===== config.mk =====
export PLATFORM = sky130hd
export DESIGN_NAME = dma_mover
export DESIGN_NICKNAME = d
export VERILOG_FILES = /design/src/rtl/dma_mover_pkg.sv /design/src/rtl/dma_mover_ctl.sv /design/src/rtl/dma_mover_addr.sv /design/src/rtl/dma_mover_fsm.sv /design/src/rtl/dma_mover.sv
export SDC_FILE = /design/constraint.sdc
export NUM_CORES = 1
export LEC_CHECK = 0
export BUFFER_PORTS_ARGS = -buffer_cell sky130_fd_sc_hd__buf_2
export CAP_MARGIN = 20
export CELL_PAD_IN_SITES_DETAIL_PLACEMENT = 1
export CELL_PAD_IN_SITES_GLOBAL_PLACEMENT = 1
export CORE_MARGIN = 3
export CORE_UTILIZATION = 39
export CTS_CLUSTER_DIAMETER = 60
export DETAILED_ROUTE_END_ITERATION = 8
export PLACE_DENSITY = 0.76
export SYNTH_ARGS = -nofsm -noshare
export SYNTH_HDL_FRONTEND = slang
export SYNTH_SLANG_ARGS = --single-unit
export TNS_END_PERCENT = 30

===== constraint.sdc =====
create_clock -name clk -period 2 [get_ports clk]
set_input_delay 0.4 -clock clk [delete_from_list [all_inputs] [get_ports clk]]
set_output_delay 0.4 -clock clk [all_outputs]
set_load 0.01 [all_outputs]

===== src/rtl/dma_mover_pkg.sv =====
`timescale 1ns/1ps
package dma_mover_pkg;
   typedef enum logic [2:0] {
      ST_IDLE, ST_WAIT, ST_ARB, ST_FLY, ST_RD, ST_WR, ST_REL
   } dma_state_t;

   typedef struct packed {
      logic burst;
      logic two_step;
      logic src_inc;
      logic dst_inc;
      logic to_mem;
   } dma_mode_t;

   localparam int CB_GO    = 0;
   localparam int CB_BURST = 1;
   localparam int CB_TWO   = 2;
   localparam int CB_SINC  = 3;
   localparam int CB_DINC  = 4;
   localparam int CB_TOMEM = 5;
   localparam int CB_CLR   = 7;

   localparam logic [1:0] SEL_SRC = 2'd0;
   localparam logic [1:0] SEL_DST = 2'd1;
   localparam logic [1:0] SEL_CNT = 2'd2;
   localparam logic [1:0] SEL_CTL = 2'd3;
endpackage


===== src/rtl/dma_mover_ctl.sv =====
`timescale 1ns/1ps
module dma_mover_ctl
   import dma_mover_pkg::*;
#(
   parameter int REG_W        = 16,
   parameter bit HAS_TWO_STEP = 1'b1
) (
   input  logic             clk,
   input  logic             rst_n,
   input  logic             reg_we,
   input  logic [1:0]       reg_sel,
   input  logic [REG_W-1:0] reg_wdata,
   input  logic             busy,
   input  logic             cnt_zero,
   input  logic             done,
   output logic             start,
   output dma_mode_t        mode,
   output logic             irq
);
   logic ctl_wr, go, zero_go, two_bit;

   if (REG_W < 8) begin : g_bad_reg_w
      $error("dma_mover_ctl: REG_W must hold the 8-bit control word");
   end

   if (HAS_TWO_STEP) begin : g_two_step
      assign two_bit = reg_wdata[CB_TWO];
   end else begin : g_fly_only
      assign two_bit = 1'b0;
   end

   assign ctl_wr  = reg_we && (reg_sel == SEL_CTL);
   assign go      = ctl_wr && reg_wdata[CB_GO] && !busy;
   assign start   = go && !cnt_zero;
   assign zero_go = go && cnt_zero;

   always_ff @(posedge clk or negedge rst_n) begin
      if (!rst_n) begin
         mode <= '0;
         irq  <= 1'b0;
      end else begin
         if (go) begin
            mode.burst    <= reg_wdata[CB_BURST];
            mode.two_step <= two_bit;
            mode.src_inc  <= reg_wdata[CB_SINC];
            mode.dst_inc  <= reg_wdata[CB_DINC];
            mode.to_mem   <= reg_wdata[CB_TOMEM];
         end
         if (done || zero_go)
            irq <= 1'b1;
         else if (ctl_wr && reg_wdata[CB_CLR])
            irq <= 1'b0;
      end
   end

   assert_irq_sticky_R8: assert property (@(posedge clk) disable iff (!rst_n)
      (irq && !(ctl_wr && reg_wdata[CB_CLR])) |=> irq);

   assert_zero_start_R9: assert property (@(posedge clk) disable iff (!rst_n)
      zero_go |=> (irq && !busy));

   assert_busy_mode_R10: assert property (@(posedge clk) disable iff (!rst_n)
      (ctl_wr && busy) |=> $stable(mode));
endmodule


===== src/rtl/dma_mover_addr.sv =====
`timescale 1ns/1ps
module dma_mover_addr #(
   parameter int ADDR_W = 16,
   parameter int CNT_W  = 16,
   parameter int DATA_W = 8,
   parameter int REG_W  = 16
) (
   input  logic              clk,
   input  logic              rst_n,
   input  logic              load_src,
   input  logic              load_dst,
   input  logic              load_cnt,
   input  logic [REG_W-1:0]  reg_wdata,
   input  logic              step_fly,
   input  logic              step_rd,
   input  logic              step_wr,
   input  logic              src_inc,
   input  logic              dst_inc,
   input  logic [DATA_W-1:0] rdata,
   output logic [ADDR_W-1:0] src_addr,
   output logic [ADDR_W-1:0] dst_addr,
   output logic [DATA_W-1:0] data_q,
   output logic              cnt_zero,
   output logic              cnt_last
);
   localparam logic [ADDR_W-1:0] A_ONE = ADDR_W'(1);
   localparam logic [CNT_W-1:0]  C_ONE = CNT_W'(1);

   if (ADDR_W > REG_W || CNT_W > REG_W) begin : g_bad_width
      $error("dma_mover_addr: address and count must fit in REG_W");
   end

   logic [CNT_W-1:0] cnt;
   logic             byte_done;

   assign byte_done = step_fly || step_wr;
   assign cnt_zero  = (cnt == '0);
   assign cnt_last  = (cnt == C_ONE);

   always_ff @(posedge clk or negedge rst_n) begin
      if (!rst_n) begin
         src_addr <= '0;
         dst_addr <= '0;
         cnt      <= '0;
         data_q   <= '0;
      end else begin
         if (load_src) src_addr <= reg_wdata[ADDR_W-1:0];
         else if (step_wr && src_inc) src_addr <= src_addr + A_ONE;

         if (load_dst) dst_addr <= reg_wdata[ADDR_W-1:0];
         else if (step_fly || (step_wr && dst_inc)) dst_addr <= dst_addr + A_ONE;

         if (load_cnt) cnt <= reg_wdata[CNT_W-1:0];
         else if (byte_done) cnt <= cnt - C_ONE;

         if (step_rd) data_q <= rdata;
      end
   end

   assert_count_step_R7: assert property (@(posedge clk) disable iff (!rst_n)
      byte_done |=> (cnt == $past(cnt) - C_ONE));

   assert_fixed_src_R6: assert property (@(posedge clk) disable iff (!rst_n)
      (step_wr && !src_inc) |=> $stable(src_addr));

   assert_fixed_dst_R6: assert property (@(posedge clk) disable iff (!rst_n)
      (step_wr && !dst_inc) |=> $stable(dst_addr));
endmodule


===== src/rtl/dma_mover_fsm.sv =====
`timescale 1ns/1ps
module dma_mover_fsm
   import dma_mover_pkg::*;
(
   input  logic       clk,
   input  logic       rst_n,
   input  logic       start,
   input  dma_mode_t  mode,
   input  logic       hold_ack,
   input  logic       dev_req,
   input  logic       cnt_last,
   input  logic       cnt_zero,
   output dma_state_t st,
   output logic       hold_req,
   output logic       fly_go,
   output logic       done,
   output logic       busy
);
   dma_state_t nxt;

   always_comb begin
      nxt = st;
      unique case (st)
         ST_IDLE: if (start) nxt = ST_WAIT;
         ST_WAIT: if (mode.two_step || dev_req) nxt = ST_ARB;
         ST_ARB:  if (hold_ack) nxt = mode.two_step ? ST_RD : ST_FLY;
         ST_FLY: begin
            if (dev_req) begin
               if (cnt_last || !mode.burst) nxt = ST_REL;
            end else if (!mode.burst) begin
               nxt = ST_REL;
            end
         end
         ST_RD:   nxt = ST_WR;
         ST_WR:   nxt = (cnt_last || !mode.burst) ? ST_REL : ST_RD;
         ST_REL:  if (!hold_ack) nxt = cnt_zero ? ST_IDLE : ST_WAIT;
         default: nxt = ST_IDLE;
      endcase
   end

   always_ff @(posedge clk or negedge rst_n) begin
      if (!rst_n) st <= ST_IDLE;
      else        st <= nxt;
   end

   assign hold_req = (st == ST_ARB) || (st == ST_FLY) || (st == ST_RD) || (st == ST_WR);
   assign fly_go   = (st == ST_FLY) && dev_req;
   assign done     = (st == ST_REL) && !hold_ack && cnt_zero;
   assign busy     = (st != ST_IDLE);

   assert_steal_release_R2: assert property (@(posedge clk) disable iff (!rst_n)
      (((st == ST_WR) || fly_go) && !mode.burst) |=> !hold_req);

   assert_burst_keep_R3: assert property (@(posedge clk) disable iff (!rst_n)
      ((st == ST_WR) && mode.burst && !cnt_last) |=> ((st == ST_RD) && hold_req));

   assert_flyby_wait_R11: assert property (@(posedge clk) disable iff (!rst_n)
      ((st == ST_WAIT) && !mode.two_step && !dev_req) |=> !hold_req);
endmodule


===== src/rtl/dma_mover.sv =====
`timescale 1ns/1ps
module dma_mover
   import dma_mover_pkg::*;
#(
   parameter int ADDR_W       = 16,
   parameter int CNT_W        = 16,
   parameter int DATA_W       = 8,
   parameter int REG_W        = 16,
   parameter bit HAS_TWO_STEP = 1'b1
) (
   input  logic              clk,
   input  logic              rst_n,
   input  logic              reg_we,
   input  logic [1:0]        reg_sel,
   input  logic [REG_W-1:0]  reg_wdata,
   output logic              irq,
   output logic              busy,
   output logic              hold_req,
   input  logic              hold_ack,
   input  logic              dev_req,
   output logic              dev_ack,
   output logic [ADDR_W-1:0] bus_addr,
   output logic              bus_rd,
   output logic              bus_wr,
   output logic [DATA_W-1:0] bus_wdata,
   input  logic [DATA_W-1:0] bus_rdata
);
   if (DATA_W < 1 || CNT_W < 1 || ADDR_W < 1) begin : g_bad_param
      $error("dma_mover: widths must be positive");
   end

   dma_state_t        st;
   dma_mode_t         mode;
   logic              start, done, fly_go, cnt_zero, cnt_last;
   logic [ADDR_W-1:0] src_addr, dst_addr;
   logic [DATA_W-1:0] data_q;
   logic              wr_ok;

   assign wr_ok = reg_we && !busy;

   dma_mover_ctl #(.REG_W(REG_W), .HAS_TWO_STEP(HAS_TWO_STEP)) u_ctl (
      .clk, .rst_n, .reg_we, .reg_sel, .reg_wdata, .busy, .cnt_zero, .done,
      .start, .mode, .irq
   );

   dma_mover_addr #(.ADDR_W(ADDR_W), .CNT_W(CNT_W), .DATA_W(DATA_W), .REG_W(REG_W)) u_addr (
      .clk, .rst_n,
      .load_src (wr_ok && (reg_sel == SEL_SRC)),
      .load_dst (wr_ok && (reg_sel == SEL_DST)),
      .load_cnt (wr_ok && (reg_sel == SEL_CNT)),
      .reg_wdata,
      .step_fly (fly_go),
      .step_rd  (st == ST_RD),
      .step_wr  (st == ST_WR),
      .src_inc  (mode.src_inc),
      .dst_inc  (mode.dst_inc),
      .rdata    (bus_rdata),
      .src_addr, .dst_addr, .data_q, .cnt_zero, .cnt_last
   );

   dma_mover_fsm u_fsm (
      .clk, .rst_n, .start, .mode, .hold_ack, .dev_req, .cnt_last, .cnt_zero,
      .st, .hold_req, .fly_go, .done, .busy
   );

   always_comb begin
      bus_addr  = '0;
      bus_wdata = '0;
      bus_rd    = 1'b0;
      bus_wr    = 1'b0;
      dev_ack   = fly_go;
      if (st == ST_RD) begin
         bus_addr = src_addr;
         bus_rd   = 1'b1;
      end else if (st == ST_WR) begin
         bus_addr  = dst_addr;
         bus_wdata = data_q;
         bus_wr    = 1'b1;
      end else if (fly_go) begin
         bus_addr = dst_addr;
         bus_rd   = !mode.to_mem;
         bus_wr   = mode.to_mem;
      end
   end

   assert_owned_drive_R1: assert property (@(posedge clk) disable iff (!rst_n)
      (bus_rd || bus_wr || dev_ack) |-> (hold_req && hold_ack));

   assert_read_then_write_R5: assert property (@(posedge clk) disable iff (!rst_n)
      (bus_rd && !dev_ack) |=> (bus_wr && !dev_ack));
endmodule


==> impl_metrics.xml, run 1 <==
<?xml version="1.0" encoding="UTF-8"?>
<metrics>
  <group name="global_route">
    <metric name="use_met1" unit="">0.332</metric>
    <metric name="global_route.usage.met2" unit="">0.444</metric>
    <metric name="grtUsageMet3" unit="">0.0396</metric>
    <metric name="first_global_vias" unit="">4441</metric>
    <metric name="largest_net_degree_at_the_start_of_global_routing" unit="">26</metric>
    <metric name="globalRoute.totalOverflow" unit="">0</metric>
    <metric name="grt_antenna_before_repair" unit="">0</metric>
    <metric name="grt_most_used_layer" unit="">met2</metric>
    <metric name="grt_first_pass_wirelength" unit="mm">23.5</metric>
    <metric name="gr-usage-all-layers" unit="">0.263</metric>
  </group>
  <group name="synthesis">
    <metric name="synth_edf_count" unit="">0</metric>
    <metric name="synth-seq-area-share" unit="">0.403</metric>
    <metric name="yosys_warnings" unit="">0</metric>
    <metric name="synth.net_count" unit="">480</metric>
    <metric name="synth_cells" unit="">444</metric>
    <metric name="synthTopCellsByArea" unit="">sky130_fd_sc_hd__dfrtp_1, sky130_fd_sc_hd__nand2_1, sky130_fd_sc_hd__mux2_2</metric>
    <metric name="post_synth.cell_area_avg" unit="um^2">9.10</metric>
    <metric name="synth_largest_area_cell" unit="">sky130_fd_sc_hd__dfrtp_1</metric>
    <metric name="synth_ff_type" unit="">sky130_fd_sc_hd__dfrtp_1</metric>
    <metric name="synth.top_cell.area_share" unit="">0.403</metric>
    <metric name="yosysUniqueCellTypes" unit="">61</metric>
    <metric name="ys_seq_elements" unit="">65</metric>
    <metric name="ys_async_sr_fraction" unit="">1.00</metric>
    <metric name="netlist_area" unit="um^2">4040</metric>
  </group>
  <group name="job">
    <metric name="cap_violations" unit="">0</metric>
  </group>
  <group name="clock_tree">
    <metric name="clockBufferDepth" unit="">2</metric>
    <metric name="clk_pin_slew_worst_paths" unit="ns">0.07</metric>
    <metric name="tritoncts_num_sinks" unit="">65</metric>
    <metric name="root_buffer" unit="">sky130_fd_sc_hd__clkbuf_8</metric>
    <metric name="tritoncts.num_buffers" unit="">9</metric>
    <metric name="tritoncts" unit="">built</metric>
    <metric name="post_cts_hold_buffer_count" unit="">0</metric>
    <metric name="clk-insertion-delay-late" unit="ns">0.37</metric>
    <metric name="cts_max_level" unit="">3</metric>
  </group>
  <group name="die">
    <metric name="die_width" unit="um">108</metric>
    <metric name="dieHeight" unit="um">108</metric>
    <metric name="initial_utilization" unit="">0.408</metric>
    <metric name="floorplan.io_pins" unit="">61</metric>
    <metric name="placementRows" unit="">36</metric>
    <metric name="floorplan.die_area" unit="um^2">11600</metric>
    <metric name="core_region_area" unit="um^2">9910</metric>
  </group>
  <group name="sta">
    <metric name="setup_repair_after_global_routing_missed_its_margin" unit="">yes</metric>
    <metric name="final.setup.worst_slack" unit="ns">-0.172</metric>
    <metric name="report.final.slew_viol_count" unit="">0</metric>
    <metric name="setup_viol" unit="">29</metric>
    <metric name="final_clock_period_utilization_by_the_worst_path" unit="">1.09</metric>
    <metric name="layout_min_cycle_time" unit="ns">2.17</metric>
    <metric name="max_clock_freq" unit="MHz">460</metric>
    <metric name="timing_hold_violations_final" unit="">15</metric>
    <metric name="worst_pin_slew" unit="ns">0.496</metric>
    <metric name="final.setup_skew" unit="ns">0.0115</metric>
    <metric name="holdWs" unit="ns">-0.0101</metric>
    <metric name="slew_headroom" unit="">0.669</metric>
  </group>
  <group name="final_layout">
    <metric name="final_cell_count_no_fill" unit="">686</metric>
    <metric name="area_growth_syn_to_layout" unit="%">30.0</metric>
    <metric name="utilization" unit="">0.530</metric>
    <metric name="layout.cells.most_common" unit="">sky130_fd_sc_hd__dfrtp_1</metric>
    <metric name="ff_latch_area" unit="um^2">1630</metric>
    <metric name="fraction_of_final_layout_cells_with_drive_strength_greater_than_1" unit="">0.320</metric>
    <metric name="antenna_cells" unit="">0</metric>
    <metric name="most_frequent_cells_in_the_layout" unit="">sky130_fd_sc_hd__dfrtp_1, sky130_fd_sc_hd__buf_2, sky130_fd_sc_hd__nand2_1, sky130_fd_sc_hd__buf_4, sky130_fd_sc_hd__o21ai_0</metric>
    <metric name="final_area" unit="um^2">5250</metric>
    <metric name="fillers" unit="">1191</metric>
    <metric name="layout_net_count" unit="">585</metric>
    <metric name="multi_input_area" unit="um^2">2310</metric>
  </group>
  <group name="drt">
    <metric name="detail_route.first_pass.iterations" unit="">5</metric>
    <metric name="vias" unit="">4166</metric>
    <metric name="route.detailed.wl_per_inst" unit="um">21.3</metric>
    <metric name="remaining_drc_errors" unit="">0</metric>
    <metric name="antenna_violating_nets_post_route" unit="">0</metric>
    <metric name="wl" unit="mm">14.6</metric>
    <metric name="drtIter0Drc" unit="">237</metric>
    <metric name="post_drt_via_cell_ratio" unit="">6.07</metric>
  </group>
  <group name="worst_setup_path">
    <metric name="start_point_of_the_critical_path" unit="">u_fsm.st[0]</metric>
    <metric name="critical_path.slowest_cell" unit="">sky130_fd_sc_hd__dfrtp_2</metric>
    <metric name="timing.critical_path.to_type" unit="">output port</metric>
    <metric name="crit_start_category" unit="">register</metric>
    <metric name="required" unit="ns">1.60</metric>
    <metric name="timing.setup.critical_path_class" unit="">register to output port</metric>
    <metric name="cp.arrival" unit="ns">1.77</metric>
    <metric name="rr_startpoint" unit="">u_fsm.st[1]</metric>
    <metric name="crit_path_frequent_cell" unit="">sky130_fd_sc_hd__buf_6</metric>
    <metric name="cpPeakStageDelay" unit="ns">0.42</metric>
    <metric name="crit_path_cell_trace" unit="">buf_6 -&gt; and3b_2 -&gt; nand2b_4 -&gt; buf_6 -&gt; a22o_1 -&gt; buf_2</metric>
    <metric name="critPathMaxFanout" unit="">9</metric>
  </group>
  <group name="pwr">
    <metric name="p_leak" unit="nW">2.35</metric>
    <metric name="power_density_over_the_cells" unit="nW/um^2">1470</metric>
    <metric name="power.total" unit="mW">7.72</metric>
    <metric name="ir_drop" unit="mV">0.476</metric>
  </group>
  <group name="placed_design">
    <metric name="dp_cells" unit="">654</metric>
    <metric name="io_buffer_count" unit="">60</metric>
    <metric name="place_area" unit="um^2">4790</metric>
    <metric name="dp_hpwl" unit="mm">10.5</metric>
    <metric name="place_congestion" unit="">0.919</metric>
  </group>
  <group name="worst_hold_path">
    <metric name="timing.hold.worst.class" unit="">primary input to async pin</metric>
  </group>
  <group name="outcome">
    <metric name="failing_checks" unit="">negative hold slack, negative setup slack</metric>
    <metric name="run_status" unit="">finished with violations</metric>
  </group>
</metrics>
cell usage after synthesis, types with 5 or more instances:
library cell,n
sky130_fd_sc_hd__and2_1,11
sky130_fd_sc_hd__mux2i_1,6
sky130_fd_sc_hd__dfrtp_1,65
sky130_fd_sc_hd__nand4_1,8
sky130_fd_sc_hd__nor3_1,14
sky130_fd_sc_hd__nor4_1,7
sky130_fd_sc_hd__nor2_1,17
sky130_fd_sc_hd__a32oi_1,5
sky130_fd_sc_hd__a22o_1,13
sky130_fd_sc_hd__o311ai_0,7
sky130_fd_sc_hd__o211ai_1,12
sky130_fd_sc_hd__inv_1,15
sky130_fd_sc_hd__nand4b_1,5
sky130_fd_sc_hd__ha_1,5
sky130_fd_sc_hd__clkbuf_1,23
sky130_fd_sc_hd__nand2_1,56
sky130_fd_sc_hd__a21oi_1,8
sky130_fd_sc_hd__a22oi_1,5
sky130_fd_sc_hd__nand3_1,20
sky130_fd_sc_hd__xnor2_1,8
sky130_fd_sc_hd__o21ai_0,27
sky130_fd_sc_hd__a221o_1,11
sky130_fd_sc_hd__or3_1,7
sky130_fd_sc_hd__mux2_2,15
sky130_fd_sc_hd__and3_1,8
critical path: cells and delay by family, from the launching register on:
| kind | cells | cell delay [ns] |
|---|---|---|
| buffers and inverters | 3 | 0.41 |
| and+or+nand+nor | 2 | 0.39 |
| AOI/OAI and AO/OA | 1 | 0.19 |
| DFF | 1 | 0.42 |
through the flow:
step	setup TNS (ns)	worst slack (ns)
after floorplan	0	0.0152
after global placement	0	0.0136
after detailed placement	-0.0509	-0.0498
after CTS	-2.09	-0.165
after global routing	-4.70	-0.262
final	-2.70	-0.172
path summary, 6_finish.rpt:
path                       cells past startpoint            endpoint  slack [ns]
max in group asynchronous                      2      u_addr.cnt[14]        1.48
hold / removal                                 1    u_addr.data_q[5]       -0.01
hold reg to reg                                1    u_addr.data_q[7]        0.50
setup / recovery                               6         bus_addr[0]       -0.17
min in group clk                               2    u_addr.data_q[3]        0.26
setup reg to reg                               6  u_addr.dst_addr[3]       -0.05
registers in the layout, summed over array words and instances (netlist names):
register         count
u_ctl.mode           5
u_addr.cnt          16
u_ctl.irq            1
u_addr.dst_addr     16
u_addr.data_q        8
u_addr.src_addr     16
u_fsm.st             3
power by group:
part | internal (mW) | total, mW | switching (mW)
clock | 0.799 | 1.34 | 0.546
sequential | 1.94 | 2.64 | 0.705
combinational | 1.85 | 3.73 | 1.88
layer usage:
metal,routed length [um],vias to the layer above
li1,-,1887
met2,7410,113
met4,428,0
met5,0,-
met3,693,33
met1,6110,2133
final cells by class:
cell class                      count  area share
Multi-Input combinational cell    337       0.440
Sequential cell                    65       0.310
Timing Repair Buffer              121       0.164
Clock buffer                       13      0.0322
Tap cell                          133      0.0317
Clock inverter                      2      0.0114
Inverter                           15      0.0107
logic make-up after synthesis:
kind of cell               count (synthesis)  share of synthesized area
AOI/OAI and AO/OA                        115                      0.211
xor gates and xnor gates                  11                     0.0239
adders and majority gates                  5                     0.0155
buffers and inverters                     42                     0.0403
DFF                                       65                      0.403
muxes                                     21                     0.0567
and+or+nand+nor                          185                      0.250
timing repair:
action                                  CTS  global route
pin swaps                                11             4
endpoints found under the setup margin   28            41
buffers inserted                         11             6
resized for setup                        27            13
gates cloned                              2             0
Power figures use the tool's default switching activity.
==> run 2, diff against run 1 <==
--- a/config.mk
+++ b/config.mk
@@ -5,16 +5,17 @@
 export SDC_FILE = /design/constraint.sdc
 export NUM_CORES = 1
 export LEC_CHECK = 0
-export BUFFER_PORTS_ARGS = -buffer_cell sky130_fd_sc_hd__buf_2
+export BUFFER_PORTS_ARGS = -buffer_cell sky130_fd_sc_hd__clkbuf_2
 export CAP_MARGIN = 20
 export CELL_PAD_IN_SITES_DETAIL_PLACEMENT = 1
 export CELL_PAD_IN_SITES_GLOBAL_PLACEMENT = 1
 export CORE_MARGIN = 3
-export CORE_UTILIZATION = 39
+export CORE_UTILIZATION = 40
 export CTS_CLUSTER_DIAMETER = 60
 export DETAILED_ROUTE_END_ITERATION = 8
-export PLACE_DENSITY = 0.76
+export PLACE_DENSITY = 0.77
 export SYNTH_ARGS = -nofsm -noshare
 export SYNTH_HDL_FRONTEND = slang
+export SYNTH_HIERARCHICAL = 1
 export SYNTH_SLANG_ARGS = --single-unit
 export TNS_END_PERCENT = 30
==> run 2 against run 1 <==
Worst setup slack lost 0.23 ns. Final area grew 8.2%. Synthesized area grew 3.4%. Critical path type is now register to register. Critical path depth grew 5. Non-clock buffer count grew 11. Clock power shrank 13%. Largest power group unchanged. Hold slack gained 0.059 ns. Register-to-register slack lost 0.35 ns. Final cell count grew 4.5%. The run ends with negative setup slack left. Global-route usage shrank 2.0 points.
==> impl_metrics.xml, run 2 <==
<?xml version="1.0" encoding="UTF-8"?>
<metrics>
  <group name="synthesis">
    <metric name="synth_edf_count" unit="">0</metric>
    <metric name="synth.net_count" unit="">494</metric>
    <metric name="yosys.area_share.simple" unit="">0.241</metric>
    <metric name="post_synth_fa_ha_maj_area_fraction" unit="">0.0120</metric>
    <metric name="synth_ff_type" unit="">sky130_fd_sc_hd__dfrtp_1</metric>
    <metric name="synthTopCellsByArea" unit="">sky130_fd_sc_hd__dfrtp_1, sky130_fd_sc_hd__mux2i_1, sky130_fd_sc_hd__nand2_1</metric>
    <metric name="post_synth.cell_area_avg" unit="um^2">9.10</metric>
    <metric name="ys_seq_elements" unit="">65</metric>
    <metric name="synth_cells" unit="">459</metric>
    <metric name="yosys_warnings" unit="">6</metric>
    <metric name="netlist_area" unit="um^2">4180</metric>
    <metric name="yosysUniqueCellTypes" unit="">58</metric>
    <metric name="synth_top_family_by_area" unit="">simple AND/OR/NAND/NOR gates</metric>
    <metric name="synth_largest_area_cell" unit="">sky130_fd_sc_hd__dfrtp_1</metric>
    <metric name="synth-compound-area-share" unit="">0.101</metric>
    <metric name="synth_mux_area_frac" unit="">0.136</metric>
    <metric name="synth.top_cell.area_share" unit="">0.389</metric>
    <metric name="ys_async_sr_fraction" unit="">1.00</metric>
    <metric name="ys_top_cells_by_count" unit="">sky130_fd_sc_hd__nand2_1, sky130_fd_sc_hd__dfrtp_1, sky130_fd_sc_hd__o21ai_0, sky130_fd_sc_hd__mux2i_1, sky130_fd_sc_hd__xnor2_1</metric>
    <metric name="synth_xor_area_frac" unit="">0.0755</metric>
    <metric name="synth-seq-area-share" unit="">0.389</metric>
    <metric name="count_leader_synth" unit="">sky130_fd_sc_hd__nand2_1</metric>
  </group>
  <group name="sta">
    <metric name="report.final.slew_viol_count" unit="">0</metric>
    <metric name="timing_hold_violations_final" unit="">0</metric>
    <metric name="setup_viol" unit="">46</metric>
    <metric name="final_clock_period_utilization_by_the_worst_path" unit="">1.20</metric>
    <metric name="worst_pin_slew" unit="ns">0.640</metric>
    <metric name="final.setup.worst_slack" unit="ns">-0.404</metric>
    <metric name="max_clock_freq" unit="MHz">416</metric>
    <metric name="final.setup_skew" unit="ns">0.0143</metric>
    <metric name="slew_headroom" unit="">0.572</metric>
    <metric name="layout_min_cycle_time" unit="ns">2.40</metric>
    <metric name="setup_repair_after_global_routing_missed_its_margin" unit="">yes</metric>
  </group>
  <group name="final_layout">
    <metric name="layout.cells.most_common" unit="">sky130_fd_sc_hd__dfrtp_1</metric>
    <metric name="most_frequent_cells_in_the_layout" unit="">sky130_fd_sc_hd__dfrtp_1, sky130_fd_sc_hd__nand2_1, sky130_fd_sc_hd__buf_4, sky130_fd_sc_hd__o21ai_0, sky130_fd_sc_hd__clkbuf_2</metric>
    <metric name="reg_top3" unit="">u_addr/cnt: 16 flops, u_addr/dst_addr: 16 flops, u_addr/src_addr: 16 flops</metric>
    <metric name="fraction_of_final_layout_cells_with_drive_strength_greater_than_1" unit="">0.384</metric>
    <metric name="area_growth_syn_to_layout" unit="%">36.0</metric>
    <metric name="layout_net_count" unit="">614</metric>
    <metric name="antenna_cells" unit="">0</metric>
  </group>
  <group name="global_route">
    <metric name="largest_net_degree_at_the_start_of_global_routing" unit="">66</metric>
    <metric name="globalRoute.totalOverflow" unit="">0</metric>
    <metric name="first_global_vias" unit="">4238</metric>
    <metric name="gr-usage-all-layers" unit="">0.243</metric>
    <metric name="grt_antenna_before_repair" unit="">0</metric>
    <metric name="grt_first_pass_wirelength" unit="mm">22.3</metric>
  </group>
  <group name="die">
    <metric name="initial_utilization" unit="">0.420</metric>
    <metric name="die_width" unit="um">108</metric>
    <metric name="core_region_area" unit="um^2">9950</metric>
    <metric name="dieHeight" unit="um">108</metric>
    <metric name="floorplan.die_area" unit="um^2">11700</metric>
    <metric name="floorplan.io_pins" unit="">61</metric>
    <metric name="placementRows" unit="">36</metric>
  </group>
  <group name="clock_tree">
    <metric name="root_buffer" unit="">sky130_fd_sc_hd__clkbuf_8</metric>
    <metric name="clk-insertion-delay-late" unit="ns">0.36</metric>
    <metric name="tritoncts" unit="">built</metric>
    <metric name="clockBufferDepth" unit="">2</metric>
    <metric name="clk_pin_slew_worst_paths" unit="ns">0.08</metric>
    <metric name="cts_max_level" unit="">3</metric>
    <metric name="tritoncts.num_buffers" unit="">9</metric>
    <metric name="tritoncts_num_sinks" unit="">65</metric>
  </group>
  <group name="worst_setup_path">
    <metric name="cp.arrival" unit="ns">2.64</metric>
    <metric name="timing.critical_path.to_type" unit="">register</metric>
    <metric name="timing.setup.critical_path_class" unit="">register to register</metric>
    <metric name="critPathMaxFanout" unit="">2</metric>
    <metric name="required" unit="ns">2.24</metric>
    <metric name="crit_start_category" unit="">register</metric>
  </group>
  <group name="job">
    <metric name="cap_violations" unit="">0</metric>
  </group>
  <group name="outcome">
    <metric name="run_status" unit="">finished with violations</metric>
    <metric name="failing_checks" unit="">negative setup slack</metric>
  </group>
  <group name="placed_design">
    <metric name="preCtsSetupSlack" unit="ns">-0.518</metric>
    <metric name="io_buffer_count" unit="">60</metric>
    <metric name="place_congestion" unit="">0.871</metric>
    <metric name="dp_hpwl" unit="mm">9.74</metric>
  </group>
  <group name="drt">
    <metric name="vias" unit="">4092</metric>
    <metric name="remaining_drc_errors" unit="">0</metric>
    <metric name="detail_route.first_pass.iterations" unit="">5</metric>
    <metric name="post_drt_via_cell_ratio" unit="">5.71</metric>
    <metric name="wl" unit="mm">15.4</metric>
    <metric name="antenna_violating_nets_post_route" unit="">0</metric>
    <metric name="drtIter0Drc" unit="">214</metric>
    <metric name="route.detailed.wl_per_inst" unit="um">21.5</metric>
  </group>
  <group name="pwr">
    <metric name="power.total" unit="mW">7.65</metric>
    <metric name="power_density_over_the_cells" unit="nW/um^2">1350</metric>
    <metric name="ir_drop" unit="mV">0.579</metric>
    <metric name="p_leak" unit="nW">2.60</metric>
  </group>
  <group name="worst_hold_path">
    <metric name="timing.hold.worst.class" unit="">primary input to async pin</metric>
  </group>
</metrics>
==> run 2: cell count changes after synthesis, moves of 7 or more <==
cell,change
sky130_fd_sc_hd__a221o_1,-10
sky130_fd_sc_hd__o311ai_0,-7
sky130_fd_sc_hd__xnor2_1,+18
sky130_fd_sc_hd__nand2_1,+18
sky130_fd_sc_hd__mux2i_1,+34
sky130_fd_sc_hd__nor4_1,+10
sky130_fd_sc_hd__nand3_1,-9
sky130_fd_sc_hd__o211ai_1,-11
sky130_fd_sc_hd__o21ai_0,+16
sky130_fd_sc_hd__clkbuf_1,-8
sky130_fd_sc_hd__a22o_1,-13
sky130_fd_sc_hd__and2_1,-7
sky130_fd_sc_hd__xor2_1,+7
sky130_fd_sc_hd__nand4_1,+9
==> run 2: routing by layer <==
layer / part of all wire / GRT usage / vias up
li1: - / - / 1881
met5: 0 / 0 / -
met2: 0.53 / 0.417 / 91
met3: 0.040 / 0.0418 / 25
met1: 0.41 / 0.312 / 2095
met4: 0.020 / 0.0739 / 0
==> run 2: timing repair <==
action	4_1_cts	5_1_grt
setup endpoints to repair	53	61
cloned	0	4
endpoints found under the hold margin	0	0
buffers inserted	1	10
gates resized for setup	19	75
pin swaps	11	13
hold buffers	0	0
==> run 2: cell families after synthesis <==
group | after synthesis
muxes | 55
xor gates and xnor gates | 36
adders and majority gates | 4
AOI/OAI and AO/OA | 69
and+or+nand+nor | 193
DFF | 65
buffers and inverters | 37
==> run 2: final timing paths <==
check | startpoint | cells past startpoint | slack [ns] | to
max | u_addr/cnt[12] | 11 | -0.40 | u_fsm/st[2]
min | rst_n | 2 | 0.05 | u_addr/dst_addr[9]
max reg2reg | u_addr/cnt[12] | 11 | -0.40 | u_fsm/st[2]
min reg2reg | u_addr/data_q[2] | 1 | 0.51 | u_addr/data_q[2]
max in group asynchronous | rst_n | 2 | 1.63 | u_fsm/st[2]
min in group clk | bus_rdata[2] | 2 | 0.26 | u_addr/data_q[2]
==> run 2: stage by stage <==
stage	util	setup TNS [ns]	area [um^2]	hold slack, ns	std cells
detailed placement	0.503	-2.02	5010	0.453	686
finish	0.571	-7.56	5680	0.0490	717
global route	0.571	-11.44	5680	0.0708	717
CTS	0.532	-7.77	5300	0.0606	703
global placement	0.503	-1.27	5010	0.448	686
floorplan	-	-6.36	4190	0.104	459
==> run 2: critical path: stages (launching register included) <==
cell and delay [ns]:
sky130_fd_sc_hd__dfrtp_1 0.40, sky130_fd_sc_hd__or3_4 0.37, sky130_fd_sc_hd__or2_4 0.25, sky130_fd_sc_hd__nor4_4 0.13, sky130_fd_sc_hd__buf_4 0.15, sky130_fd_sc_hd__and2_4 0.14
sky130_fd_sc_hd__nor2b_2 0.04, sky130_fd_sc_hd__nor4_2 0.23, sky130_fd_sc_hd__a41o_1 0.14, sky130_fd_sc_hd__a221oi_2 0.05, sky130_fd_sc_hd__buf_4 0.16, sky130_fd_sc_hd__a32o_1 0.21
==> run 2: report_power, final <==
part / internal, mW / leakage [nW] / switching, mW / total [mW]
combinational: 1.80 / 1.73 / 2.06 / 3.86
sequential: 1.89 / 0.773 / 0.741 / 2.63
clock: 0.573 / 0.0912 / 0.583 / 1.16
total: 4.26 / 2.60 / 3.39 / 7.65
==> run 2: layout make-up <==
class	count	area, um^2
fill	1163	4270
multi-input combinational	358	2680
sequential	65	1630
timing repair buffer	132	960
tap	133	166
clock buffer	9	124
clock inverter	7	71.3
inverter	13	48.8
==> run 3, diff against run 2 <==
--- a/config.mk
+++ b/config.mk
@@ -5,6 +5,7 @@
 export SDC_FILE = /design/constraint.sdc
 export NUM_CORES = 1
 export LEC_CHECK = 0
+export ABC_CLOCK_PERIOD_IN_PS = 3100
 export BUFFER_PORTS_ARGS = -buffer_cell sky130_fd_sc_hd__clkbuf_2
 export CAP_MARGIN = 20
 export CELL_PAD_IN_SITES_DETAIL_PLACEMENT = 1
@@ -13,7 +14,7 @@
 export CORE_UTILIZATION = 40
 export CTS_CLUSTER_DIAMETER = 60
 export DETAILED_ROUTE_END_ITERATION = 8
-export PLACE_DENSITY = 0.77
+export PLACE_DENSITY = 0.74
 export SYNTH_ARGS = -nofsm -noshare
 export SYNTH_HDL_FRONTEND = slang
 export SYNTH_HIERARCHICAL = 1
==> constraint.sdc (replaced) <==
create_clock -name clk -period 3.1 [get_ports clk]
set_input_delay 0.62 -clock clk [delete_from_list [all_inputs] [get_ports clk]]
set_output_delay 0.62 -clock clk [all_outputs]
set_load 0.01 [all_outputs]
==> run 3 against run 2 <==
The flow now finishes without violations. Global-route usage shrank 2.7 points. First-iteration DRC count is 50% lower. Sequential share of layout area up 4.8 points. Register-to-register slack improved by 0.70 ns.
==> impl_metrics.xml, run 3 (synthesized netlist as in run 2, its figures left out) <==
<?xml version="1.0" encoding="UTF-8"?>
<metrics>
  <group name="clock_tree">
    <metric name="clk_pin_slew_worst_paths" unit="ns">0.08</metric>
    <metric name="post-cts-setup-buffer-count" unit="">0</metric>
    <metric name="tritoncts_num_sinks" unit="">65</metric>
    <metric name="root_buffer" unit="">sky130_fd_sc_hd__clkbuf_8</metric>
    <metric name="post_cts_hold_buffer_count" unit="">0</metric>
    <metric name="cts_max_level" unit="">3</metric>
    <metric name="clk-insertion-delay-late" unit="ns">0.35</metric>
    <metric name="cts-resized-gates" unit="">0</metric>
    <metric name="tritoncts" unit="">built</metric>
    <metric name="clockBufferDepth" unit="">2</metric>
    <metric name="tritoncts.num_buffers" unit="">9</metric>
  </group>
  <group name="drt">
    <metric name="met3WireLength" unit="um">329</metric>
    <metric name="post_drt_via_cell_ratio" unit="">5.59</metric>
    <metric name="met2_wirelength" unit="mm">6.10</metric>
    <metric name="wl" unit="mm">12.0</metric>
    <metric name="vias" unit="">3669</metric>
    <metric name="detail_route.first_pass.iterations" unit="">4</metric>
    <metric name="drtIter0Drc" unit="">108</metric>
    <metric name="remaining_drc_errors" unit="">0</metric>
    <metric name="highest_layer" unit="">met4</metric>
    <metric name="route.detailed.wl_per_inst" unit="um">18.3</metric>
    <metric name="antenna_violating_nets_post_route" unit="">0</metric>
    <metric name="detail_route.wirelength.met1" unit="mm">5.47</metric>
  </group>
  <group name="worst_setup_path">
    <metric name="crit_path_frequent_cell" unit="">sky130_fd_sc_hd__nand2_1</metric>
    <metric name="crit_start_category" unit="">register</metric>
    <metric name="cp.arrival" unit="ns">3.04</metric>
    <metric name="path_delay_family" unit="">simple AND/OR/NAND/NOR gates</metric>
    <metric name="required" unit="ns">3.34</metric>
    <metric name="crit_path_cell_trace" unit="">nor3_1 -&gt; nand2_1 -&gt; nor4_1 -&gt; and2_1 -&gt; nand2_1 -&gt; a41o_1 -&gt; a221oi_2 -&gt; mux2_1</metric>
    <metric name="critical_path_buf_inv_count" unit="">0</metric>
    <metric name="timing.setup.critical_path_class" unit="">register to register</metric>
    <metric name="critical_path.slowest_cell" unit="">sky130_fd_sc_hd__dfrtp_1</metric>
    <metric name="critical_r2r_capture" unit="">u_fsm/st[0]</metric>
    <metric name="critPathMaxFanout" unit="">5</metric>
    <metric name="rrSetupSlack" unit="ns">0.30</metric>
    <metric name="rr_startpoint" unit="">u_addr/cnt[6]</metric>
    <metric name="cpPeakStageDelay" unit="ns">0.44</metric>
    <metric name="timing.critical_path.to_type" unit="">register</metric>
    <metric name="rr_worst_depth" unit="">8</metric>
  </group>
  <group name="placed_design">
    <metric name="dp_hpwl" unit="mm">9.14</metric>
    <metric name="place_area" unit="um^2">4640</metric>
    <metric name="preCtsSetupSlack" unit="ns">0.325</metric>
    <metric name="io_buffer_count" unit="">60</metric>
    <metric name="place_congestion" unit="">0.839</metric>
  </group>
  <group name="final_layout">
    <metric name="antenna_cells" unit="">0</metric>
    <metric name="most_frequent_cells_in_the_layout" unit="">sky130_fd_sc_hd__nand2_1, sky130_fd_sc_hd__dfrtp_1, sky130_fd_sc_hd__clkbuf_2, sky130_fd_sc_hd__o21ai_0, sky130_fd_sc_hd__mux2i_1</metric>
    <metric name="layout_net_count" unit="">553</metric>
    <metric name="fraction_of_final_layout_cells_with_drive_strength_greater_than_1" unit="">0.222</metric>
    <metric name="reg_top3" unit="">u_addr/cnt: 16 flops, u_addr/dst_addr: 16 flops, u_addr/src_addr: 16 flops</metric>
    <metric name="final_area" unit="um^2">4870</metric>
    <metric name="layout.cells.most_common" unit="">sky130_fd_sc_hd__nand2_1</metric>
    <metric name="area_growth_syn_to_layout" unit="%">16.5</metric>
  </group>
  <group name="worst_hold_path">
    <metric name="timing.hold.worst.class" unit="">primary input to async pin</metric>
  </group>
  <group name="sta">
    <metric name="timing.setup.tns" unit="ns">0</metric>
    <metric name="final_clock_period_utilization_by_the_worst_path" unit="">0.903</metric>
    <metric name="timing_hold_violations_final" unit="">0</metric>
    <metric name="holdWs" unit="ns">0.278</metric>
    <metric name="final.setup.worst_slack" unit="ns">0.299</metric>
    <metric name="layout_min_cycle_time" unit="ns">2.80</metric>
    <metric name="final.setup_skew" unit="ns">0.0110</metric>
    <metric name="report.final.slew_viol_count" unit="">0</metric>
    <metric name="max_clock_freq" unit="MHz">357</metric>
    <metric name="setup_viol" unit="">0</metric>
    <metric name="worst_pin_slew" unit="ns">0.682</metric>
    <metric name="setup_repair_after_global_routing_missed_its_margin" unit="">no</metric>
    <metric name="slew_headroom" unit="">0.542</metric>
  </group>
  <group name="die">
    <metric name="placementRows" unit="">36</metric>
    <metric name="core_region_area" unit="um^2">9950</metric>
    <metric name="die_width" unit="um">108</metric>
    <metric name="floorplan.io_pins" unit="">61</metric>
    <metric name="initial_utilization" unit="">0.420</metric>
    <metric name="floorplan.die_area" unit="um^2">11700</metric>
    <metric name="dieHeight" unit="um">108</metric>
  </group>
  <group name="outcome">
    <metric name="run_status" unit="">finished, final reports clean</metric>
  </group>
  <group name="pwr">
    <metric name="ir_drop" unit="mV">0.391</metric>
    <metric name="p_leak" unit="nW">2.16</metric>
    <metric name="power_density_over_the_cells" unit="nW/um^2">876</metric>
  </group>
  <group name="global_route">
    <metric name="largest_net_degree_at_the_start_of_global_routing" unit="">37</metric>
    <metric name="gr-usage-all-layers" unit="">0.215</metric>
    <metric name="first_global_vias" unit="">3974</metric>
    <metric name="grt_first_pass_wirelength" unit="mm">19.9</metric>
    <metric name="grt_antenna_before_repair" unit="">0</metric>
    <metric name="globalRoute.totalOverflow" unit="">0</metric>
  </group>
  <group name="job">
    <metric name="cap_violations" unit="">0</metric>
  </group>
</metrics>
run 3: cell type report:
cell class	count	area, um^2
clock buffer	9	124
clock inverter	7	101
fill	1175	5090
inverter	13	48.8
multi-input combinational	357	2400
sequential	65	1630
tap	133	166
timing repair buffer	72	403
run 3: metal layers:
metal,up-vias,global-route usage
met3,13,0.0328
met4,0,0.0478
met2,58,0.379
li1,1757,-
met1,1841,0.279
met5,-,0
run 3: worst max-delay path by stage:
stage / from / slack, ns / to / depth (start not counted)
after floorplan: u_fsm/st[1] / 0.59 / u_fsm/st[0] / 8
after global placement: u_addr/cnt[6] / 0.46 / u_fsm/st[0] / 8
after detailed placement: u_addr/cnt[6] / 0.33 / u_fsm/st[0] / 8
after CTS: u_fsm/st[2] / 0.30 / bus_addr[7] / 7
after global routing: u_addr/cnt[6] / 0.07 / u_fsm/st[0] / 8
final: u_addr/cnt[6] / 0.30 / u_fsm/st[0] / 8
run 3: power by group:
part | switching (mW) | leakage, nW | internal [mW]
Clock | 0.371 | 0.107 | 0.461
Combinational | 0.945 | 1.28 | 0.782
Sequential | 0.487 | 0.774 | 1.22
run 3: worst register-to-register path, cell delays in order (launching register included):
cell                       delay, ns
sky130_fd_sc_hd__dfrtp_1        0.44
sky130_fd_sc_hd__nor3_1         0.42
sky130_fd_sc_hd__nand2_1        0.21
sky130_fd_sc_hd__nor4_1         0.41
sky130_fd_sc_hd__and2_1         0.22
sky130_fd_sc_hd__nand2_1        0.06
sky130_fd_sc_hd__a41o_1         0.25
sky130_fd_sc_hd__a221oi_2       0.32
sky130_fd_sc_hd__mux2_1         0.36
run 3: metrics by stage:
step	utilization	instances	power, mW
4_1_cts	0.489	656	4.30
3_5_place_dp	0.466	640	3.44
3_3_place_gp	0.466	640	3.32
6_report	0.489	656	4.27
5_1_grt	0.489	656	4.59
2_1_floorplan	-	459	2.88
